### src/rtl/smul_pkg.sv
// Shared constants and types for the saturating byte-by-halfword multiplier.
// Assumes a 32-bit instruction word and 5-bit register indices.
package smul_pkg;
    localparam int INSTR_W = 32;
    localparam int RD_W    = 5;

    // Standard encoding field values
    localparam logic [5:0] STD_MAJOR = 6'b011111;
    localparam logic [4:0] STD_SUB   = 5'b00110;
    localparam logic [5:0] STD_FUNC  = 6'b010000;

    // Compact encoding field values
    localparam logic [5:0] CMP_MAJOR = 6'b000000;
    localparam logic [9:0] CMP_MINOR = 10'b0010010101;

    typedef enum logic {
        ENC_STD = 1'b0,
        ENC_CMP = 1'b1
    } enc_e;

    typedef struct packed {
        logic            match;
        logic [RD_W-1:0] rd;
        logic [RD_W-1:0] rs;
        logic [RD_W-1:0] rt;
    } dec_t;
endpackage

### src/rtl/smul_decode.sv
// Instruction decoder. Matches the word against the encoding picked by
// enc_sel and extracts the register indices. Purely combinational.
// Assumes the caller qualifies the match with its own valid and enable.
module smul_decode
    import smul_pkg::*;
(
    input  logic [INSTR_W-1:0] instr,
    input  logic               enc_sel,
    output dec_t               dec
);
    dec_t std_d;
    dec_t cmp_d;

    // Standard layout: major, rs, rt, rd, sub-op, function
    always_comb begin
        std_d.match = (instr[31:26] == STD_MAJOR) &&
                      (instr[10:6]  == STD_SUB)   &&
                      (instr[5:0]   == STD_FUNC);
        std_d.rs    = instr[25:21];
        std_d.rt    = instr[20:16];
        std_d.rd    = instr[15:11];
    end

    // Compact layout: major, rt, rs, rd, zero bit, minor
    always_comb begin
        cmp_d.match = (instr[31:26] == CMP_MAJOR) &&
                      (instr[10]    == 1'b0)      &&
                      (instr[9:0]   == CMP_MINOR);
        cmp_d.rt    = instr[25:21];
        cmp_d.rs    = instr[20:16];
        cmp_d.rd    = instr[15:11];
    end

    // Select the decode of the chosen encoding
    always_comb begin
        dec = (enc_e'(enc_sel) == ENC_CMP) ? cmp_d : std_d;
    end
endmodule

### src/rtl/smul_lane_mul.sv
// One lane's unsigned multiplier: an A_W-bit by B_W-bit full-width product.
// Combinational; the caller registers the result.
module smul_lane_mul #(
    parameter int A_W = 8,
    parameter int B_W = 16,
    localparam int P_W = A_W + B_W
) (
    input  logic [A_W-1:0] a,
    input  logic [B_W-1:0] b,
    output logic [P_W-1:0] p
);
    // Zero-extend both factors and multiply at full width
    always_comb begin
        p = P_W'(a) * P_W'(b);
    end
endmodule

### src/rtl/smul_sat_pack.sv
// Clamps each lane's product to HALF_W bits, packs the lanes with lane 0
// lowest, and sign-extends the packed word to XLEN. Reports whether any
// lane was clamped. Combinational.
module smul_sat_pack #(
    parameter int LANES  = 2,
    parameter int HALF_W = 16,
    parameter int PROD_W = 24,
    parameter int XLEN   = 64,
    localparam int PACK_W = LANES * HALF_W
) (
    input  logic [LANES-1:0][PROD_W-1:0] prod,
    output logic [XLEN-1:0]              dest,
    output logic                         sat_any
);
    logic [PACK_W-1:0] packed_w;
    logic [LANES-1:0]  sat_vec;

    for (genvar i = 0; i < LANES; i++) begin : g_sat
        // Clamp one lane when any bit above the result width is set
        always_comb begin
            sat_vec[i] = |prod[i][PROD_W-1:HALF_W];
            packed_w[i*HALF_W +: HALF_W] = sat_vec[i] ? {HALF_W{1'b1}}
                                                      : prod[i][HALF_W-1:0];
        end
    end

    // Sign-extend the packed word and merge the saturation indications
    always_comb begin
        dest    = {{(XLEN-PACK_W){packed_w[PACK_W-1]}}, packed_w};
        sat_any = |sat_vec;
    end
endmodule

### src/rtl/smul_bh_unit.sv
// Two-stage saturating byte-by-halfword SIMD multiply unit.
// Stage 1 decodes the word and registers the raw lane products.
// Stage 2 registers the clamped, packed result and updates the sticky flag.
// Assumes operands are stable while in_valid is high at a rising edge.
module smul_bh_unit
    import smul_pkg::*;
#(
    parameter int XLEN     = 64,
    parameter int WORD_W   = 32,
    parameter int BYTE_W   = 8,
    parameter int HALF_W   = 16,
    parameter int LANES    = 2,
    parameter int CTL_W    = 32,
    parameter int FLAG_BIT = 21
) (
    input  logic               clk,
    input  logic               rst_n,
    input  logic               in_valid,
    input  logic               unit_en,
    input  logic               enc_sel,
    input  logic [INSTR_W-1:0] instr,
    input  logic [XLEN-1:0]    opnd_s,
    input  logic [XLEN-1:0]    opnd_t,
    output logic               out_valid,
    output logic               out_trap,
    output logic [XLEN-1:0]    out_dest,
    output logic [RD_W-1:0]    out_rd,
    output logic [RD_W-1:0]    out_rs,
    output logic [RD_W-1:0]    out_rt,
    output logic               acc0_clobber,
    output logic [CTL_W-1:0]   ctl_reg
);
    localparam int PROD_W = BYTE_W + HALF_W;
    localparam int S_BASE = WORD_W - LANES * BYTE_W;
    localparam int T_TOP  = LANES * HALF_W;

    dec_t                          dec;
    logic [LANES-1:0][PROD_W-1:0]  prod_c;
    logic [LANES-1:0][PROD_W-1:0]  prod_q;
    logic                          v1_q, t1_q;
    logic [RD_W-1:0]               rd1_q, rs1_q, rt1_q;
    logic [XLEN-1:0]               pack_c;
    logic                          sat_c;
    logic                          v2_q, t2_q;
    logic [XLEN-1:0]               dest_q;
    logic [RD_W-1:0]               rd2_q, rs2_q, rt2_q;
    logic [CTL_W-1:0]              ctl_q;
    logic                          unused_bits;

    assign unused_bits = ^{opnd_s[XLEN-1:WORD_W], opnd_s[S_BASE-1:0],
                           opnd_t[XLEN-1:T_TOP]};

    smul_decode u_dec (
        .instr   (instr),
        .enc_sel (enc_sel),
        .dec     (dec)
    );

    for (genvar i = 0; i < LANES; i++) begin : g_lane
        smul_lane_mul #(
            .A_W (BYTE_W),
            .B_W (HALF_W)
        ) u_mul (
            .a (opnd_s[S_BASE + i*BYTE_W +: BYTE_W]),
            .b (opnd_t[i*HALF_W +: HALF_W]),
            .p (prod_c[i])
        );
    end

    // Stage 1 control: split accepted inputs into results and traps
    always_ff @(posedge clk) begin
        if (!rst_n) begin
            v1_q <= 1'b0;
            t1_q <= 1'b0;
        end else begin
            v1_q <= in_valid &&  (unit_en && dec.match);
            t1_q <= in_valid && !(unit_en && dec.match);
        end
    end

    // Stage 1 data: capture products and indices of each accepted input
    always_ff @(posedge clk) begin
        if (in_valid) begin
            prod_q <= prod_c;
            rd1_q  <= dec.rd;
            rs1_q  <= dec.rs;
            rt1_q  <= dec.rt;
        end
    end

    smul_sat_pack #(
        .LANES  (LANES),
        .HALF_W (HALF_W),
        .PROD_W (PROD_W),
        .XLEN   (XLEN)
    ) u_pack (
        .prod    (prod_q),
        .dest    (pack_c),
        .sat_any (sat_c)
    );

    // Stage 2 control: output pulses and sticky saturation flag
    always_ff @(posedge clk) begin
        if (!rst_n) begin
            v2_q  <= 1'b0;
            t2_q  <= 1'b0;
            ctl_q <= '0;
        end else begin
            v2_q <= v1_q;
            t2_q <= t1_q;
            if (v1_q && sat_c) begin
                ctl_q[FLAG_BIT] <= 1'b1;
            end
        end
    end

    // Stage 2 data: hold the latest result and its register indices
    always_ff @(posedge clk) begin
        if (v1_q) begin
            dest_q <= pack_c;
            rd2_q  <= rd1_q;
            rs2_q  <= rs1_q;
            rt2_q  <= rt1_q;
        end
    end

    assign out_valid    = v2_q;
    assign out_trap     = t2_q;
    assign out_dest     = dest_q;
    assign out_rd       = rd2_q;
    assign out_rs       = rs2_q;
    assign out_rt       = rt2_q;
    assign acc0_clobber = v2_q;
    assign ctl_reg      = ctl_q;
endmodule

### config.mk
export PLATFORM = sky130hd
export DESIGN_NAME = smul_bh_unit
export DESIGN_NICKNAME = d
export VERILOG_FILES = /design/src/rtl/smul_pkg.sv /design/src/rtl/smul_decode.sv /design/src/rtl/smul_lane_mul.sv /design/src/rtl/smul_sat_pack.sv /design/src/rtl/smul_bh_unit.sv
export SDC_FILE = /design/constraint.sdc
export NUM_CORES = 1
export LEC_CHECK = 0
export BUFFER_PORTS_ARGS = -buffer_cell sky130_fd_sc_hd__clkbuf_2
export CAP_MARGIN = 10
export CORE_MARGIN = 1
export CORE_UTILIZATION = 30
export CTS_BUF_LIST = sky130_fd_sc_hd__clkbuf_16
export DETAILED_ROUTE_END_ITERATION = 8
export HOLD_SLACK_MARGIN = 0.03
export PLACE_DENSITY = 0.56
export RECOVER_POWER = 50
export SLEW_MARGIN = 20
export SYNTH_ARGS = -nofsm -noshare
export SYNTH_HDL_FRONTEND = slang
export SYNTH_SLANG_ARGS = --single-unit
### constraint.sdc
create_clock -name clk -period 6.2 [get_ports clk]
set_clock_uncertainty 0.2 [all_clocks]
set_input_delay 0.31 -clock clk [delete_from_list [all_inputs] [get_ports clk]]
set_output_delay 0.31 -clock clk [all_outputs]
set_load 0.01 [all_outputs]
Yosys cells after proc, flatten, opt, wreduce, memory -nomap -nowiden

Index checks and enable logic that the tools add are counted.
Widths: inputs -> output; s select.

Input port bits: 165
Register bits after elaboration: 115
Word-level logic and storage cells: 38
Output and inout bits: 114

Multiplexer cells: 2
Multiply operators: 2
Bitwise operators: 1
Reductions and logical operators: 13
Equality and inequality tests: 4

Operator list:

| kind                | number |
|---|---|
| $mul 8x16->24       | 2 |
| $mux 16             | 2 |
| $reduce_or 16->1    | 1 |
| $reduce_or 8->1     | 2 |
| $eq 6x5->1 const B  | 2 |
| $eq 10x8->1 const B | 1 |
| $logic_and 1x1->1   | 8 |
| $logic_not 6->1     | 1 |
| $eq 5x3->1 const B  | 1 |
| $logic_not 1->1     | 1 |
| $not 1->1           | 1 |

Logic depth before layout (Yosys ltp)

Depth in word-level cells: 7
Mapped depth: 19
Gate-level depth less buffers: 17

By module

Synthesis repeated with hierarchy kept, for this count alone.

Cell total of the unflattened synthesis: 1257
Area, all modules: 13918.3 um^2

By module, submodules not included:

| module                          | cells each | seq. area each (um^2) | area each (um^2) | times used |
|---|---|---|---|---|
| smul_bh_unit                    | 188        | 4364.2                | 4659.5           | 1 |
| smul_lane_mul (g_lane[1].u_mul) | 490        | 0.0                   | 4257.8           | 1 |
| smul_lane_mul (g_lane[0].u_mul) | 480        | 0.0                   | 4190.3           | 1 |
| smul_sat_pack                   | 73         | 0.0                   | 586.8            | 1 |
| smul_decode                     | 26         | 0.0                   | 224.0            | 1 |

Least setup slack after synthesis

OpenSTA, ideal clock, no wires.

Path type: input -> register
From: in opnd_s[19]
To: reg prod_q[23] (netlist bit) (data pin)
Required time: 5.738 ns
Arrival: 4.368 ns
Stages: 16
Path buffers: 1
Setup slack: 1.370 ns
Library setup time: 0.262 ns
Cells stage by stage: clkbuf_1 > and2_1 > fa_1 > fa_1 > fa_1 > inv_1 > fa_1 > inv_1 > ha_1 > and2_4 > or2_4 > o41ai_2 > o21ai_2 > a221o_1 > a41oi_1 > nor3_2

Word-level cells in the longest chain between the ends: 1

RTL lines:

| what                      | line                | RTL |
|---|---|---|
| start, declared           | smul_bh_unit.sv:22  | `input logic [XLEN-1:0] opnd_s,` |
| $mul 8x16->24             | smul_lane_mul.sv:14 | `p = P_W'(a) * P_W'(b);` |
| via g_lane[0].u_mul.p[23] | smul_lane_mul.sv:10 | `output logic [P_W-1:0] p` |
| end signal, assigned      | smul_bh_unit.sv:84  | `prod_q <= prod_c;` |
| end, declared             | smul_bh_unit.sv:39  | `logic [LANES-1:0][PROD_W-1:0] prod_q;` |

The timed path passes the listed nets, and every way through them passes these cells.
A chain may end at the register's enable or synchronous reset.

Worst setup path in the final report

From: in opnd_s[18]
To: reg prod_q[23] (netlist bit) (data pin)

Same word-level chain as after synthesis.

==> reports/metrics.yaml <==
postLayoutCoreUtil_pct: 34.8
syn_area_sq_um: 12400
seq_power_share_pct: 24.9
clock_path_buffers: 2
syn_inst: 1177
ctsResizeCount: 0
die_w_um: 205
cts_tree: "yes"
grt_antenna_before_repair: 0
synth_mux_area_share_pct: 0.989
hold_viol: 0
synth_xor_area_share_pct: 2.40
rsz0062_at_grt: "no"
grt_pass1_wl_um: 42100
power.total_mw: 4.73
first_iter_violations: 224
clk_latency_ns: 0.41
synth-edff-count: 110
drt-pass1-iter-count: 4
die-area_sq_um: 42200
path_clk_slew_ns: 0.06
status: "complete, but fails checks"
synth_adder_area_share_pct: 36.0
synth_ff_type: "edfxtp_1"
io_pins: 279
place_area_sq_um: 13500
wire_per_inst_um: 13.7
required_ns: 6.16
pwr-share-clk_pct: 20.0
startpoint_type: "primary input"
hold_path_class: "primary input to flop"
async_flop_share_pct: 0
slew_viol_final: 115
grt_max_degree: 65
setup-violations-final: 0
ir_drop_uv: 159
core_sq_um: 40800
layout.nets: 1753
hold_ws_ns: 0.0625
drive_gt1_share_pct: 16.0
rr_startpoint: "v1_q"
p_int_mw: 2.84
drc_errors: 0
comb_power_share_pct: 55.1
power_switching_mw: 1.89
worstSetupPathType: "primary input to flop"
synthSimpleGateAreaFrac_pct: 17.9
end_kind: "flop"
synth-compound-area-share_pct: 4.76
gp_congestion: 0.793
synth_top_family_by_area: "adder cells"
timing.final.crit_share_pct: 78.3
routed_via_density: 4.34
r2r_end: "ctl_reg[21]"
vias: 8138
placed_cells: 1823
largest_register_ff_count: 48
track_usage_pct: 12.6
cts_buffers: 17
max_slew_margin_pct: -141
final_cells: 1877
max_freq_ghz: 0.206
avgSynthCellArea_sq_um: 10.5
grt_pass1_vias: 8488
grt_overflow: 0
postCtsSetupBuffers: 0
leakage_nw: 6.67
min_period_ns: 4.86
worstPathMaxFanout: 16
diodes: 0
hpwlAfterDp_um: 20000
start_util_pct: 30.4
yosys_warnings: 0
netSwitchingFraction_pct: 40.0
htree_levels: 4
violations: "capacitance limit, slew limit"
fin_ws_ns: 1.34
cts.root.buffer_cell: "clkbuf_16"
drt-total-wl_um: 25700
hold_start: "unit_en"
tightest_slew_ns: 3.61
seq_area_frac_synth_pct: 27.4
hold_buffers: 21
clock-sinks: 115
stdcell_area_sq_um: 14200
min_to: "t1_q"
setup_tns_ns: 0
rows: 74
top_register: "prod_q"
reg2reg_depth: 3
final_antenna_net_count: 0
ys_ff_latch: 115
crit_arrival_ns: 4.81
port_buffers: 167
die_h_um: 205
cellPowerDensity_nw_per_um2: 333
area_growth_pct: 14.7
synth.distinct_cells: 51
cap_viol_max_count: 2
reg2reg_slack_ns: 3.25
whs_path_depth: 4
place_ws_ns: 0.869
## cell usage after synthesis, types with 13 or more instances
library cell,n,share of area [%]
edfxtp_1,110,27
a21oi_1,25,1.0
or2_2,34,1.7
clkbuf_1,20,0.61
and2_1,213,11
nand2_1,63,1.9
xor2_1,13,0.92
nor2_1,19,0.58
a21o_1,15,0.91
xnor2_1,21,1.5
buf_4,64,3.9
ha_1,88,8.9
fa_1,168,27
inv_1,198,6.0
## power by group through the flow
stage / Clock [mW] / Sequential (mW) / Combinational, mW
final: 0.948 / 1.18 / 2.61
after global routing: 1.02 / 1.19 / 3.03
after CTS: 0.988 / 1.18 / 2.65
after detailed placement: 0 / 1.19 / 2.62
after global placement: 0 / 1.19 / 2.58
after floorplan: 0 / 1.18 / 2.06
## worst max-delay path, cell delays in order
cell and delay [ns]:
clkbuf_2 0.23, and2_1 0.25, fa_1 0.51, fa_1 0.52, fa_1 0.50, inv_1 0.05
fa_1 0.47, inv_1 0.04, ha_1 0.31, and2_4 0.16, or2_4 0.24, o41ai_2 0.36
o21ai_2 0.14, a221o_1 0.38, a41oi_1 0.27, nor3_2 0.07
## metal layers
| layer | global-route usage, % | vias up | share of wire [%] |
|---|---|---|---|
| li1 | - | 3952 | - |
| met1 | 16.5 | 4023 | 47 |
| met2 | 22.0 | 152 | 49 |
| met3 | 1.69 | 11 | 3.5 |
| met4 | 2.88 | 0 | 0.78 |
| met5 | 0 | - | 0 |
## layout make-up
type | instances | area, sq um
Fill cell | 4163 | 26600
Multi-Input combinational cell | 809 | 7810
Sequential cell | 115 | 3400
Timing Repair Buffer | 191 | 1020
Inverter | 198 | 743
Tap cell | 532 | 666
Clock buffer | 17 | 425
Clock inverter | 15 | 159
## worst max path at each step
stage | start | to | slack (ns) | cells after the start
CTS | opnd_s[18] | prod_q[23] | 1.31 | 16
detailed placement | opnd_s[18] | prod_q[23] | 0.87 | 16
global placement | opnd_s[18] | prod_q[23] | 0.92 | 16
floorplan | opnd_s[19] | prod_q[23] | 1.37 | 16
global route | opnd_s[18] | prod_q[23] | 1.07 | 16
finish | opnd_s[18] | prod_q[23] | 1.34 | 16
## kinds of logic (layout without fill, tap and decap cells)
| group | count (synthesis) | count (layout) |
|---|---|---|
| and+or+nand+nor | 389 | 389 |
| buffers and inverters | 283 | 421 |
| adders and majority gates | 256 | 256 |
| DFF | 115 | 115 |
| AOI/OAI and AO/OA | 88 | 88 |
| xor gates and xnor gates | 34 | 34 |
| muxes | 11 | 11 |
| other | 1 | 31 |
## layout by cell type, fill, tap and decap left out, types with 3 or more instances in the layout
cell type and n:
inv_6 5, o21a_1 3, clkbuf_16 17, o211ai_1 4, conb_1 31, nor2_1 19, xor2_1 13, nor3_1 12
a211oi_1 6, a21o_1 15, inv_1 198, inv_8 3, a31oi_1 5, a21oi_1 25, nor4_1 7, nand4_1 3
clkbuf_2 129, and3_1 4, dfxtp_1 4, o21ai_0 12, edfxtp_1 110, clkbuf_1 39, nand2b_1 9, fa_1 168
dlygate4sd3_1 21, nand2_1 63, clkinv_8 3, nor2b_1 6, mux2_2 10, ha_1 88, or2_2 34, xnor2_1 21
and2_1 211, o21bai_1 3, nand3_1 10
Power figures use the tool's default switching activity.
